==> src/rtl/adc_seq_pkg.sv <==
package adc_seq_pkg;
  localparam int unsigned MAX_DIV = 32;
  localparam int unsigned DIV_CW  = $clog2(MAX_DIV);

  typedef enum logic [1:0] {
    ST_IDLE   = 2'd0,
    ST_HOLD   = 2'd1,
    ST_SAMPLE = 2'd2,
    ST_CONV   = 2'd3
  } sar_state_e;

  function automatic logic sel_legal(input logic [2:0] sel);
    return (sel[1:0] != 2'b11);
  endfunction

  // Returns the division ratio minus one for a legal select code.
  function automatic logic [DIV_CW-1:0] sel_div_m1(input logic [2:0] sel);
    logic [DIV_CW:0] d;
    case (sel)
      3'b000:  d = 2;
      3'b001:  d = 8;
      3'b010:  d = 32;
      3'b100:  d = 1;
      3'b101:  d = 4;
      3'b110:  d = 16;
      default: d = 1;
    endcase
    return DIV_CW'(d - 1'b1);
  endfunction
endpackage

==> src/rtl/adc_prescaler.sv <==
module adc_prescaler
  import adc_seq_pkg::*;
(
  input  logic       clk,
  input  logic       rst_n,
  input  logic [2:0] sel_i,
  input  logic       restart_i,
  output logic       tick_o
);
  logic [DIV_CW-1:0] cnt_q, cnt_d;
  logic [DIV_CW-1:0] lim;
  logic              legal;

  assign legal  = sel_legal(sel_i);
  assign lim    = sel_div_m1(sel_i);
  assign tick_o = legal && (cnt_q >= lim);

  always_comb begin
    cnt_d = cnt_q;
    if (restart_i || !legal) begin
      cnt_d = '0;
    end else if (cnt_q >= lim) begin
      cnt_d = '0;
    end else begin
      cnt_d = cnt_q + 1'b1;
    end
  end

  always_ff @(posedge clk or negedge rst_n) begin
    if (!rst_n) cnt_q <= '0;
    else        cnt_q <= cnt_d;
  end


  assert property (@(posedge clk) disable iff (!rst_n)
    !legal |=> (cnt_q == '0))
    else $error("stopped_clock_chk");


  assert property (@(posedge clk) disable iff (!rst_n)
    $past(restart_i) |-> (cnt_q == '0))
    else $error("prescale_restart_chk");
endmodule

==> src/rtl/adc_sar_fsm.sv <==
module adc_sar_fsm
  import adc_seq_pkg::*;
#(
  parameter int unsigned DW = 8
) (
  input  logic          clk,
  input  logic          rst_n,
  input  logic          pd_i,
  input  logic          start_rise_i,
  input  logic          start_fall_i,
  input  logic          sel_ok_i,
  input  logic          tick_i,
  input  logic          cmp_i,
  output logic          launch_o,
  output logic          done_o,
  output logic          eoc_o,
  output logic          sample_o,
  output logic [DW-1:0] dac_code_o,
  output logic [DW-1:0] result_o
);
  localparam logic [DW-1:0] MSB_ONLY = {1'b1, {(DW-1){1'b0}}};

  sar_state_e    st_q, st_d;
  logic [DW-1:0] sar_q, sar_d, mask_q, mask_d, res_q, res_d;
  logic          eoc_q, eoc_d;
  logic [DW-1:0] kept;

  assign kept = cmp_i ? sar_q : (sar_q & ~mask_q);

  always_comb begin
    st_d     = st_q;
    sar_d    = sar_q;
    mask_d   = mask_q;
    res_d    = res_q;
    eoc_d    = eoc_q;
    launch_o = 1'b0;
    done_o   = 1'b0;
    if (pd_i) begin
      st_d = ST_IDLE;
    end else if (start_rise_i) begin
      st_d  = ST_HOLD;
      eoc_d = 1'b1;
    end else begin
      case (st_q)
        ST_HOLD: if (start_fall_i) begin
          if (sel_ok_i) begin
            st_d     = ST_SAMPLE;
            launch_o = 1'b1;
          end else begin
            st_d = ST_IDLE;
          end
        end
        ST_SAMPLE: if (tick_i) begin
          st_d   = ST_CONV;
          sar_d  = MSB_ONLY;
          mask_d = MSB_ONLY;
        end
        ST_CONV: if (tick_i) begin
          if (mask_q[0]) begin
            res_d  = kept;
            eoc_d  = 1'b0;
            st_d   = ST_IDLE;
            sar_d  = kept;
            done_o = 1'b1;
          end else begin
            sar_d  = kept | (mask_q >> 1);
            mask_d = mask_q >> 1;
          end
        end
        default: ;
      endcase
    end
  end

  always_ff @(posedge clk or negedge rst_n) begin
    if (!rst_n) begin
      st_q   <= ST_IDLE;
      sar_q  <= '0;
      mask_q <= '0;
      res_q  <= '0;
      eoc_q  <= 1'b0;
    end else begin
      st_q   <= st_d;
      sar_q  <= sar_d;
      mask_q <= mask_d;
      res_q  <= res_d;
      eoc_q  <= eoc_d;
    end
  end

  assign eoc_o      = eoc_q;
  assign sample_o   = (st_q == ST_SAMPLE);
  assign dac_code_o = sar_q;
  assign result_o   = res_q;


  assert property (@(posedge clk) disable iff (!rst_n)
    (start_rise_i && !pd_i) |=> eoc_q)
    else $error("hold_sets_eoc_chk");


  assert property (@(posedge clk) disable iff (!rst_n)
    pd_i |=> (st_q == ST_IDLE))
    else $error("powerdown_idle_chk");


  assert property (@(posedge clk) disable iff (!rst_n)
    !$stable(res_q) |-> !eoc_q)
    else $error("atomic_result_chk");


  assert property (@(posedge clk) disable iff (!rst_n)
    (st_q == ST_CONV) |-> $onehot0(mask_q))
    else $error("one_bit_step_chk");
endmodule

==> src/rtl/adc_seq_ctrl.sv <==
module adc_seq_ctrl
  import adc_seq_pkg::*;
#(
  parameter int unsigned DW   = 8,
  parameter int unsigned NPIN = 4
) (
  input  logic            clk,
  input  logic            rst_n,
  input  logic            ctrl_we,
  input  logic            start_i,
  input  logic [NPIN-1:0] pin_sel_i,
  input  logic            cfg_we,
  input  logic            pd_i,
  input  logic [2:0]      clk_sel_i,
  input  logic            int_en_i,
  input  logic            irq_ack_i,
  input  logic            cmp_i,
  output logic [DW-1:0]   dac_code_o,
  output logic            sample_o,
  output logic [DW-1:0]   result_o,
  output logic            eoc_o,
  output logic [NPIN-1:0] analog_en_o,
  output logic [7:0]      ctrl_o,
  output logic [7:0]      cfg_o,
  output logic            irq_flag_o,
  output logic            irq_o
);
  logic            start_q, start_d;
  logic [NPIN-1:0] pin_q, pin_d;
  logic            pd_q, pd_d;
  logic [2:0]      sel_q, sel_d;
  logic            irqf_q, irqf_d;
  logic            rise, fall, tick, launch, done;

  assign rise = ctrl_we && !start_q && start_i;
  assign fall = ctrl_we && start_q && !start_i;

  always_comb begin
    start_d = start_q;
    pin_d   = pin_q;
    pd_d    = pd_q;
    sel_d   = sel_q;
    irqf_d  = irqf_q;
    if (ctrl_we) begin
      start_d = start_i;
      pin_d   = pin_sel_i;
    end
    if (cfg_we) begin
      pd_d  = pd_i;
      sel_d = clk_sel_i;
    end
    if (done)           irqf_d = 1'b1;
    else if (irq_ack_i) irqf_d = 1'b0;
  end

  always_ff @(posedge clk or negedge rst_n) begin
    if (!rst_n) begin
      start_q <= 1'b0;
      pin_q   <= '0;
      pd_q    <= 1'b1;
      sel_q   <= 3'b000;
      irqf_q  <= 1'b0;
    end else begin
      start_q <= start_d;
      pin_q   <= pin_d;
      pd_q    <= pd_d;
      sel_q   <= sel_d;
      irqf_q  <= irqf_d;
    end
  end

  adc_prescaler u_presc (
    .clk       (clk),
    .rst_n     (rst_n),
    .sel_i     (sel_q),
    .restart_i (launch),
    .tick_o    (tick)
  );

  adc_sar_fsm #(.DW(DW)) u_sar (
    .clk          (clk),
    .rst_n        (rst_n),
    .pd_i         (pd_q),
    .start_rise_i (rise),
    .start_fall_i (fall),
    .sel_ok_i     (sel_legal(sel_q)),
    .tick_i       (tick),
    .cmp_i        (cmp_i),
    .launch_o     (launch),
    .done_o       (done),
    .eoc_o        (eoc_o),
    .sample_o     (sample_o),
    .dac_code_o   (dac_code_o),
    .result_o     (result_o)
  );

  assign analog_en_o = pin_q;
  assign ctrl_o      = {start_q, eoc_o, {(6-NPIN){1'b0}}, pin_q};
  assign cfg_o       = {pd_q, 4'b0000, sel_q};
  assign irq_flag_o  = irqf_q;
  assign irq_o       = irqf_q && int_en_i;


  assert property (@(posedge clk) disable iff (!rst_n)
    $rose(irqf_q) |-> !eoc_o)
    else $error("irq_on_done_chk");


  assert property (@(posedge clk) disable iff (!rst_n)
    (cfg_o[6:3] == 4'b0000))
    else $error("unused_zero_chk");
endmodule

==> config.mk <==
export PLATFORM = sky130hd
export DESIGN_NAME = adc_seq_ctrl
export DESIGN_NICKNAME = d
export VERILOG_FILES = /design/src/rtl/adc_seq_pkg.sv /design/src/rtl/adc_prescaler.sv /design/src/rtl/adc_sar_fsm.sv /design/src/rtl/adc_seq_ctrl.sv
export SDC_FILE = /design/constraint.sdc
export NUM_CORES = 1
export LEC_CHECK = 0
export BUFFER_PORTS_ARGS = -buffer_cell sky130_fd_sc_hd__buf_2
export CAP_MARGIN = 20
export CORE_UTILIZATION = 40
export DETAILED_ROUTE_END_ITERATION = 10
export MAX_ROUTING_LAYER = met4
export SLEW_MARGIN = 20
export SYNTH_ARGS = -nofsm -noshare
export SYNTH_HDL_FRONTEND = slang
export SYNTH_SLANG_ARGS = --single-unit
==> constraint.sdc <==
create_clock -name clk -period 3.7 [get_ports clk]
set_input_delay 0.185 -clock clk [delete_from_list [all_inputs] [get_ports clk]]
set_output_delay 0.185 -clock clk [all_outputs]
set_load 0.005 [all_outputs]
# Yosys cells after proc, flatten, opt, wreduce, memory -nomap -nowiden
# Index checks and enable logic that the tools add are counted.
# W data, S select, Z words.
# op_classes
n_reduce_logical	22
shifts	0
mux	35
div	0
addsub	2
n_bitwise	5
order_cmp	1
n_eq_ne	15
mul	0
# op_table
operator	n
$mux W8	6
$pmux W8 S2	2
$pmux W5 S5	1
$mux W1	16
$reduce_and A5 Y1	3
$mux W2	7
$mux W5	2
$reduce_bool A2 Y1	5
$and A8 B8 Y8	1
$ne A4 B4 Y1 const B	2
$not A8 Y8	1
$or A8 B7 Y8	1
$eq A3 B3 Y1 const B	2
$logic_and A1 B1 Y1	6
$ne A2 B2 Y1 const B	3
$pmux W2 S3	1
$reduce_and A6 Y1	1
$add A5 B1 Y5 const B	1
$ge A5 B5 Y1	1
$reduce_bool A5 Y1	1
$sub A5 B1 Y5 const B	1
$eq A2 B2 Y1 const B	2
$ne A4 B1 Y1 const B	1
$ne A4 B3 Y1 const B	1
9 further kinds	12
# totals
output_inout_bits	40
mem_bits_ro	0
inputBits	16
memories	0
wordCells	92
ramBits	0
regBits	42
latchBits	0

# Longest topological paths before layout
# Gate-level depths: netlist (run 1).
# logic_depth
ltp_word	10
mapped_depth	12
ltp_nobuf	11

# By module
# From an unflattened synthesis (run 1), not the netlist that was laid out.
# unflattened
hier_cells	195
hier_area_um2	2135.8
# by_module_without_submodules
module	area_per_inst_um2	seq_area_each_um2	cells_each	instances
adc_sar_fsm	1255.0	675.6	114	1
adc_seq_ctrl	514.2	251.5	43	1
adc_prescaler	366.6	125.1	38	1

# Worst setup path after synthesis (run 1)
# OpenSTA, ideal clock, no wires.
# synth_path
path_kind	register -> register
startpoint	register sel_q[0]
endpoint	register u_sar.sar_q[0], in the netlist u_sar.dac_code_o[0]
arrival_ns	2.259
stages_incl_launch_ff	12
path_buffers	1
period_less_slack_ns	2.380
setup_ns	0.121
required_ns	3.579
setup_slack_ns	1.320
path_cell_list	dfrtp_1 -> inv_1 -> ha_1 -> nand3_1 -> xor2_1 -> ha_1 -> and2_1 -> nor2b_1 -> a21o_1 -> and3_1 -> buf_2 -> a22o_1
# synth_between
elab_chain_cells	7
elab_cells_between_ends	13
classes_between	add/sub (1); order compare (1); eq/ne (7); mux (1); reduce/logical (3)
# synth_rtl
item	line_no	text
start: declaration	adc_seq_ctrl.sv:31	logic [2:0] sel_q, sel_d;
start signal: assignment	adc_seq_ctrl.sv:67	sel_q <= sel_d;
$eq A3 B3 Y1 (tied with other cells)	adc_seq_pkg.sv:19	case (sel)
$pmux W5 S5	adc_seq_pkg.sv:19	
$sub A5 B1 Y5	adc_seq_pkg.sv:28	return DIV_CW'(d - 1'b1);
$ge A5 B5 Y1	adc_prescaler.sv:16	assign tick_o = legal && (cnt_q >= lim);
$logic_and A1 B1 Y1 (*)	adc_prescaler.sv:16	
$ne A2 B2 Y1 (no source line) or $ne A2 B1 Y1 (tied branches)	n/a	
$reduce_and A5 Y1 (no source line) (*)	n/a	
end signal: assignment	adc_sar_fsm.sv:84	sar_q <= sar_d;
end: declaration	adc_sar_fsm.sv:24	logic [DW-1:0] sar_q, sar_d, mask_q, mask_d, res_q, res_d;
# Every way passes the cells marked *; elsewhere a longest branch is shown, timed or not.
# A chain may end at the register's enable or synchronous reset.

# Worst setup path in the final report (run 1)
# layout_path
startpoint	register sel_q[0]
endpoint	register u_sar.sar_q[3], in the netlist u_sar.dac_code_o[3]
# The elaborated chain is that of the path after synthesis.

==> metrics, run 1 <==
status finished, final reports clean; P_leak 1.27 nW; 1st-iter DRT viols 62; Clock Skew 0.00430 ns; Routed Wire Length 4290 microns; crit start category flop; post-synthesis sequential area ratio 46.6%; Core Footprint 0.00527 sq mm; Post-Place Cell Area 0.00247 sq mm; # hold bufs at CTS 0; Final Net Count 292; commonest non-fill, non-tap cell in the layout buf_2; final RePlAce weighted congestion 0.791; Layout Cells excl Fill 336; Via-to-Cell Ratio 4.82; input/output buffers 49; Arr. time, crit path 2.87 ns; endpoint class of the critical path flop; clk_lat worst skew 0.29 ns; largest net degree at the start of global routing 43; DIE WIDTH 77.1 microns; hold violation count in the final report 0; vias in the first global route 1581; Synth cell types 41; Peak VDD IR 0.000278 V; commonest non-fill, non-tap cells in the layout buf_2 (49), dfrtp_1 (41), nand2_1 (26), nand3_1 (14), inv_1 (13); Register-to-Register Path Depth 10; total number of H-tree levels 2; unrepaired setup endpoints after global routing no; r2r setup slk 1.07 ns; GRT Total Usage 16.6%; n_diodes 0; vias post-DR 1619; Yosys warnings 0; Post-synth ARST share 100%; clock buffer depth 2; post-CTS setup repair buffer count 0; cell total after placement 328; ANT nets after route 0; Hold Path Class primary input to asynchronous set/reset pin; final core utilization 48.5%; Top FF cell, synth dfrtp_1; Slew Limit Fails 0; Layout area overhead 13.1%; DR DRC count 0; CTS Buf Count 5; die area 0.00595 sq mm; synthesized area 0.00226 sq mm; row count 26; Least-Margin Pin Slew 0.938 ns; Post-DP HPWL 3090 microns; worst r2r dst u_sar.dac_code_o[3]$_DFFE_PN0P_; initial antenna violation count 0; Max-Slew Margin vs Limit 37.5%; Reg clk slew, reported paths 0.08 ns; fin crit share 71.1%; WS Path Type flop to flop; Synth Area per Inst 10.1 sq um; Setup TNS Final 0 ns; clk sinks 42; Max Clk Rate 380 MHz; crit path from sel_q[0]$_DFFE_PN0P_; Clk Tree Root Cell clkbuf_8; CTS tree done; CTS resizes 0; # Max-Cap Violations 0; worst flop-to-flop path startpoint sel_q[0]$_DFFE_PN0P_; Seq cells post-synth 42; total gr overflow 0; CP required 3.94 ns; crit-path max FO 12; # IOs 56; power per cell area 477 mW/mm^2; first drt pass iteration count 4; EDFF count, synth 0; Synth Instances 223; global-route wire length before repair 7490 microns; Routed WL per cell 12.8 microns; Die Height 77.1 microns; layout cells sized above 1 25.9%; Initial Util 42.9%; # setup viols final 0; Design Area, Final 0.00255 sq mm; Final Critical Period 2.63 ns
==> state kept, by name (all words and copies together) (netlist names) <==
signal,count
analog_en_o,4
irq_flag_o,1
pd_q,1
sel_q,3
start_q,1
u_presc.cnt_q,5
u_sar.dac_code_o,8
u_sar.eoc_o,1
u_sar.mask_q,8
u_sar.result_o,8
u_sar.st_q,2
==> synthesized netlist by cell type, drive strengths merged (2+ instances only) <==
library cell	number	share of area (%)
mux2	9	4.5
nand2	27	4.8
nor2b	6	1.7
and2	3	0.83
a22o	7	2.7
xnor2	2	0.78
dfrtp	41	45
buf	19	6.2
mux2i	5	2.2
a211oi	2	0.66
inv	13	2.2
nor2	12	3.0
xor2	3	1.2
o21ai	10	2.2
nand4	3	0.83
a21oi	8	2.1
nand3	14	3.1
ha	11	6.1
nand2b	6	1.7
a21o	4	1.3
a21boi	4	1.3
o31ai	3	1.0
==> layer usage <==
| layer | wire length [microns] | up-vias | track usage [%] |
|---|---|---|---|
| li1 | - | 828 | - |
| met1 | 2060 | 744 | 21.2 |
| met2 | 1980 | 40 | 25.8 |
| met3 | 180 | 7 | 3.45 |
| met4 | 65 | 0 | 6.23 |
| met5 | 0 | - | - |
==> metrics by stage <==
step	hold WS (ns)	worst slack [ns]	power, W
2_1_floorplan	-0.111	1.32	0.000859
3_3_place_gp	0.392	1.10	0.000942
3_5_place_dp	0.396	1.05	0.000950
4_1_cts	0.0763	1.02	0.00124
5_1_grt	0.0786	0.806	0.00131
6_report	0.0317	1.07	0.00122
==> worst max-delay path: stages, from the launching register on <==
cell and delay [ns]:
dfrtp_1 0.41, inv_1 0.11, ha_1 0.32, nand2_1 0.08, a21o_1 0.16, ha_1 0.29, nand2_1 0.05, o21ai_1 0.25
a21o_1 0.39, and3_1 0.36, a22o_1 0.17
==> power by group <==
group          internal [W]  total [W]  leakage, nW  switching, W
Sequential         0.000521   0.000589        0.507     0.0000677
Combinational      0.000145   0.000349        0.723      0.000204
Clock              0.000134   0.000281       0.0395      0.000147
Total              0.000801    0.00122         1.27      0.000419
==> layout make-up <==
| class | count | area, sq um |
|---|---|---|
| Clock buffer | 8 | 80.1 |
| Inverter | 13 | 48.8 |
| Multi-Input combinational cell | 153 | 1030 |
| Timing Repair Buffer | 50 | 253 |
| Fill cell | 534 | 2720 |
| Tap cell | 70 | 87.6 |
| Sequential cell | 42 | 1050 |
==> how the worst max path moves through the flow <==
stage                                 endpoint  slack (ns)  cells after the start
3_3_place_gp       u_sar.mask_q[7]$_DFFE_PN0P_        1.10                     11
3_5_place_dp     u_sar.result_o[6]$_DFFE_PN0P_        1.05                     10
4_1_cts          u_sar.result_o[1]$_DFFE_PN0P_        1.02                     10
2_1_floorplan  u_sar.dac_code_o[0]$_DFFE_PN0P_        1.32                     11
5_1_grt        u_sar.dac_code_o[0]$_DFFE_PN0P_        0.81                     10
6_report       u_sar.dac_code_o[3]$_DFFE_PN0P_        1.07                     10
==> cell families after synthesis <==
| group | share of synthesized area (%) |
|---|---|
| compound gates | 11.9 |
| mux | 6.70 |
| simple gates | 18.1 |
| xor+xnor | 1.94 |
| fa+ha+maj | 6.09 |
| other cells | 0.166 |
| flops | 46.6 |
| buf+inv | 8.53 |
No activity file was read; power rests on OpenSTA's default activity.
==> run 2, diff against run 1 <==
==> constraint.sdc (replaced) <==
create_clock -name clk -period 2.6 [get_ports clk]
set_input_delay 0.13 -clock clk [delete_from_list [all_inputs] [get_ports clk]]
set_output_delay 0.13 -clock clk [all_outputs]
set_load 0.005 [all_outputs]
==> run 2 against run 1 <==
The flow now finishes with violations (hold timing). First-iteration DRC count grew 74%. Maximum frequency grew 6.3%. Via count grew 3.8%. Final area grew 2.4%. Combinational power grew 57%. Critical path depth is the same. Core utilization grew 1.2 points. Sequential share of layout area shrank 0.97 points. Flip-flop and latch count is the same. Sequential power grew 41%. Cell count grew 1.5%. Critical path type unchanged. Critical endpoint is now u_sar.dac_code_o[4]$_DFFE_PN0P_.
==> metrics, run 2 (synthesis gave the netlist of run 1 again) <==
1st-iter DRT viols 108 (+74%); power per cell area 692 mW/mm^2 (+45%); DIE WIDTH 77.1 microns (unchanged); Initial Util 42.9% (unchanged); clk_lat worst skew 0.29 ns (about the same); die area 0.00595 sq mm (unchanged); Setup TNS Final 0 ns (unchanged); row count 26 (unchanged); Setup WS post-layout 0.124 ns (-0.944 ns); final RePlAce weighted congestion 0.772 (-2.4%); post-CTS setup repair buffer count 0 (unchanged); unrepaired setup endpoints after global routing no; # setup viols final 0 (unchanged); number of fill cells 521 (-2.4%); combinational share of power 30.2% (+1.6 points); endpoint class of the critical path flop; Routed WL per cell 12.5 microns (-1.8%); Slew Limit Fails 0 (unchanged); final hold slack -0.0262 ns (-0.0580 ns); crit-path max FO 9 (-3); clock power share 23.9% (+0.8 points); clock buffer depth 2 (unchanged); Final Net Count 297 (+1.7%); commonest non-fill, non-tap cells in the layout buf_2 (49), dfrtp_1 (41), nand2_1 (26), nand3_1 (14), inv_1 (12); status finished, violations left; CTS tree done; Clock Skew 0.00674 ns (+0.00244 ns); CTS Buf Count 5 (unchanged); layout cells sized above 1 30.3% (+4.3 points); Int Power 0.00120 W (+50%); total gr overflow 0 (unchanged); Final Critical Period 2.48 ns (-0.156 ns); vias post-DR 1681 (+3.8%); ANT nets after route 0 (unchanged); n_diodes 0 (unchanged); Via-to-Cell Ratio 4.93 (+2.3%); NetSw 0.000611 W (+46%); commonest non-fill, non-tap cell in the layout buf_2; sw frac 33.8% (-0.58 points); initial antenna violation count 0 (unchanged); fin crit share 95.2% (+24 points); Post-DP HPWL 3080 microns (-0.42%); vias in the first global route 1626 (+2.8%); violated checks hold timing; Core Footprint 0.00527 sq mm (unchanged); DR DRC count 0 (unchanged); Routed Wire Length 4270 microns (-0.37%); Clk Tree Root Cell clkbuf_8; Arr. time, crit path 2.65 ns (-0.22 ns); Max Clk Rate 404 MHz (+6.3%); Die Height 77.1 microns (unchanged); CP required 2.78 ns (-1.16 ns); worst slack, placed 0.0984 ns (-0.951 ns); GRT Total Usage 15.9% (-0.66 points); hold violation count in the final report 41 (+41); Max-Slew Margin vs Limit 38.2% (+0.70 points); largest net degree at the start of global routing 43 (unchanged); Hold Path Class primary input to asynchronous set/reset pin; # Max-Cap Violations 0 (unchanged); total number of H-tree levels 2 (unchanged); Reg clk slew, reported paths 0.08 ns (about the same); input/output buffers 49 (unchanged); # IOs 56 (unchanged); clk sinks 42 (unchanged); Layout area overhead 15.8%; Least-Margin Pin Slew 0.927 ns (-0.0105 ns); Peak VDD IR 0.000325 V (+17%); final core utilization 49.6% (+1.2 points); first drt pass iteration count 6 (+2); P_leak 1.30 nW (+2.5%); Seq pwr share 45.9% (-2.4 points); WS Path Type flop to flop; global-route wire length before repair 7360 microns (-1.7%); crit start category flop
-- run 2: power groups by stage --
stage	combinational, W	clock (W)	sequential [W]
CTS	0.000543	0.000452	0.000832
global placement	0.000527	0	0.000845
detailed placement	0.000542	0	0.000844
finish	0.000548	0.000432	0.000831
global route	0.000627	0.000476	0.000846
floorplan	0.000398	0	0.000824
-- run 2: metrics by stage --
stage	area, sq um	std cells	hold WS, ns	total power (W)
6_report	2620	341	-0.0262	0.00181
5_1_grt	2620	341	0.0191	0.00195
4_1_cts	2610	341	0.00428	0.00183
3_5_place_dp	2510	333	0.327	0.00139
3_3_place_gp	2510	333	0.331	0.00137
2_1_floorplan	2280	228	-0.166	0.00122
-- run 2: critical path, stage by stage (launching register included) --
cell and delay, ns:
dfrtp_1 0.35, inv_1 0.08, ha_1 0.32, nand3_1 0.09, xor2_1 0.15, ha_1 0.28
and2_1 0.15, nor2b_2 0.16, a21o_2 0.28, and3_2 0.27, a22o_1 0.24
-- run 2: repair_timing --
item,4_1_cts,5_1_grt
endpoints found under the setup margin,0,10
hold buffers,0,0
resized for setup,0,5
-- run 2: area by class of cell --
class                   instances  area (sq um)  share of cell area (%)
inverters                      13          48.8                    1.87
multi-input cells             153          1040                    39.8
repair buffers                 55           290                    11.1
clock buffers                   6          82.6                    3.16
well taps                      70          87.6                    3.35
flip-flops and latches         42          1050                    40.2
clock inverters                 2          12.5                   0.478
-- run 2: final timing paths --
kind | from | end | slack, ns | depth (start not counted)
max reg2reg | sel_q[1]$_DFFE_PN0P_ | u_sar.dac_code_o[4]$_DFFE_PN0P_ | 0.12 | 10
max in group asynchronous | rst_n | u_sar.dac_code_o[4]$_DFFE_PN0P_ | 2.05 | 1
min | rst_n | u_sar.result_o[1]$_DFFE_PN0P_ | -0.03 | 1
max | sel_q[1]$_DFFE_PN0P_ | u_sar.dac_code_o[4]$_DFFE_PN0P_ | 0.12 | 10
min reg2reg | u_sar.result_o[2]$_DFFE_PN0P_ | u_sar.result_o[2]$_DFFE_PN0P_ | 0.48 | 1
min in group clk | irq_ack_i | irq_flag_o$_DFFE_PN0P_ | 0.03 | 2
-- run 2: per-layer routing --
layer  GRT usage [%]  wire length [microns]  part of all wire [%]
met1            20.2                   1980                    46
met2            25.8                   2030                    48
met3            3.69                    215                   5.0
met4            3.58                     48                   1.1
met5               -                      0                     0
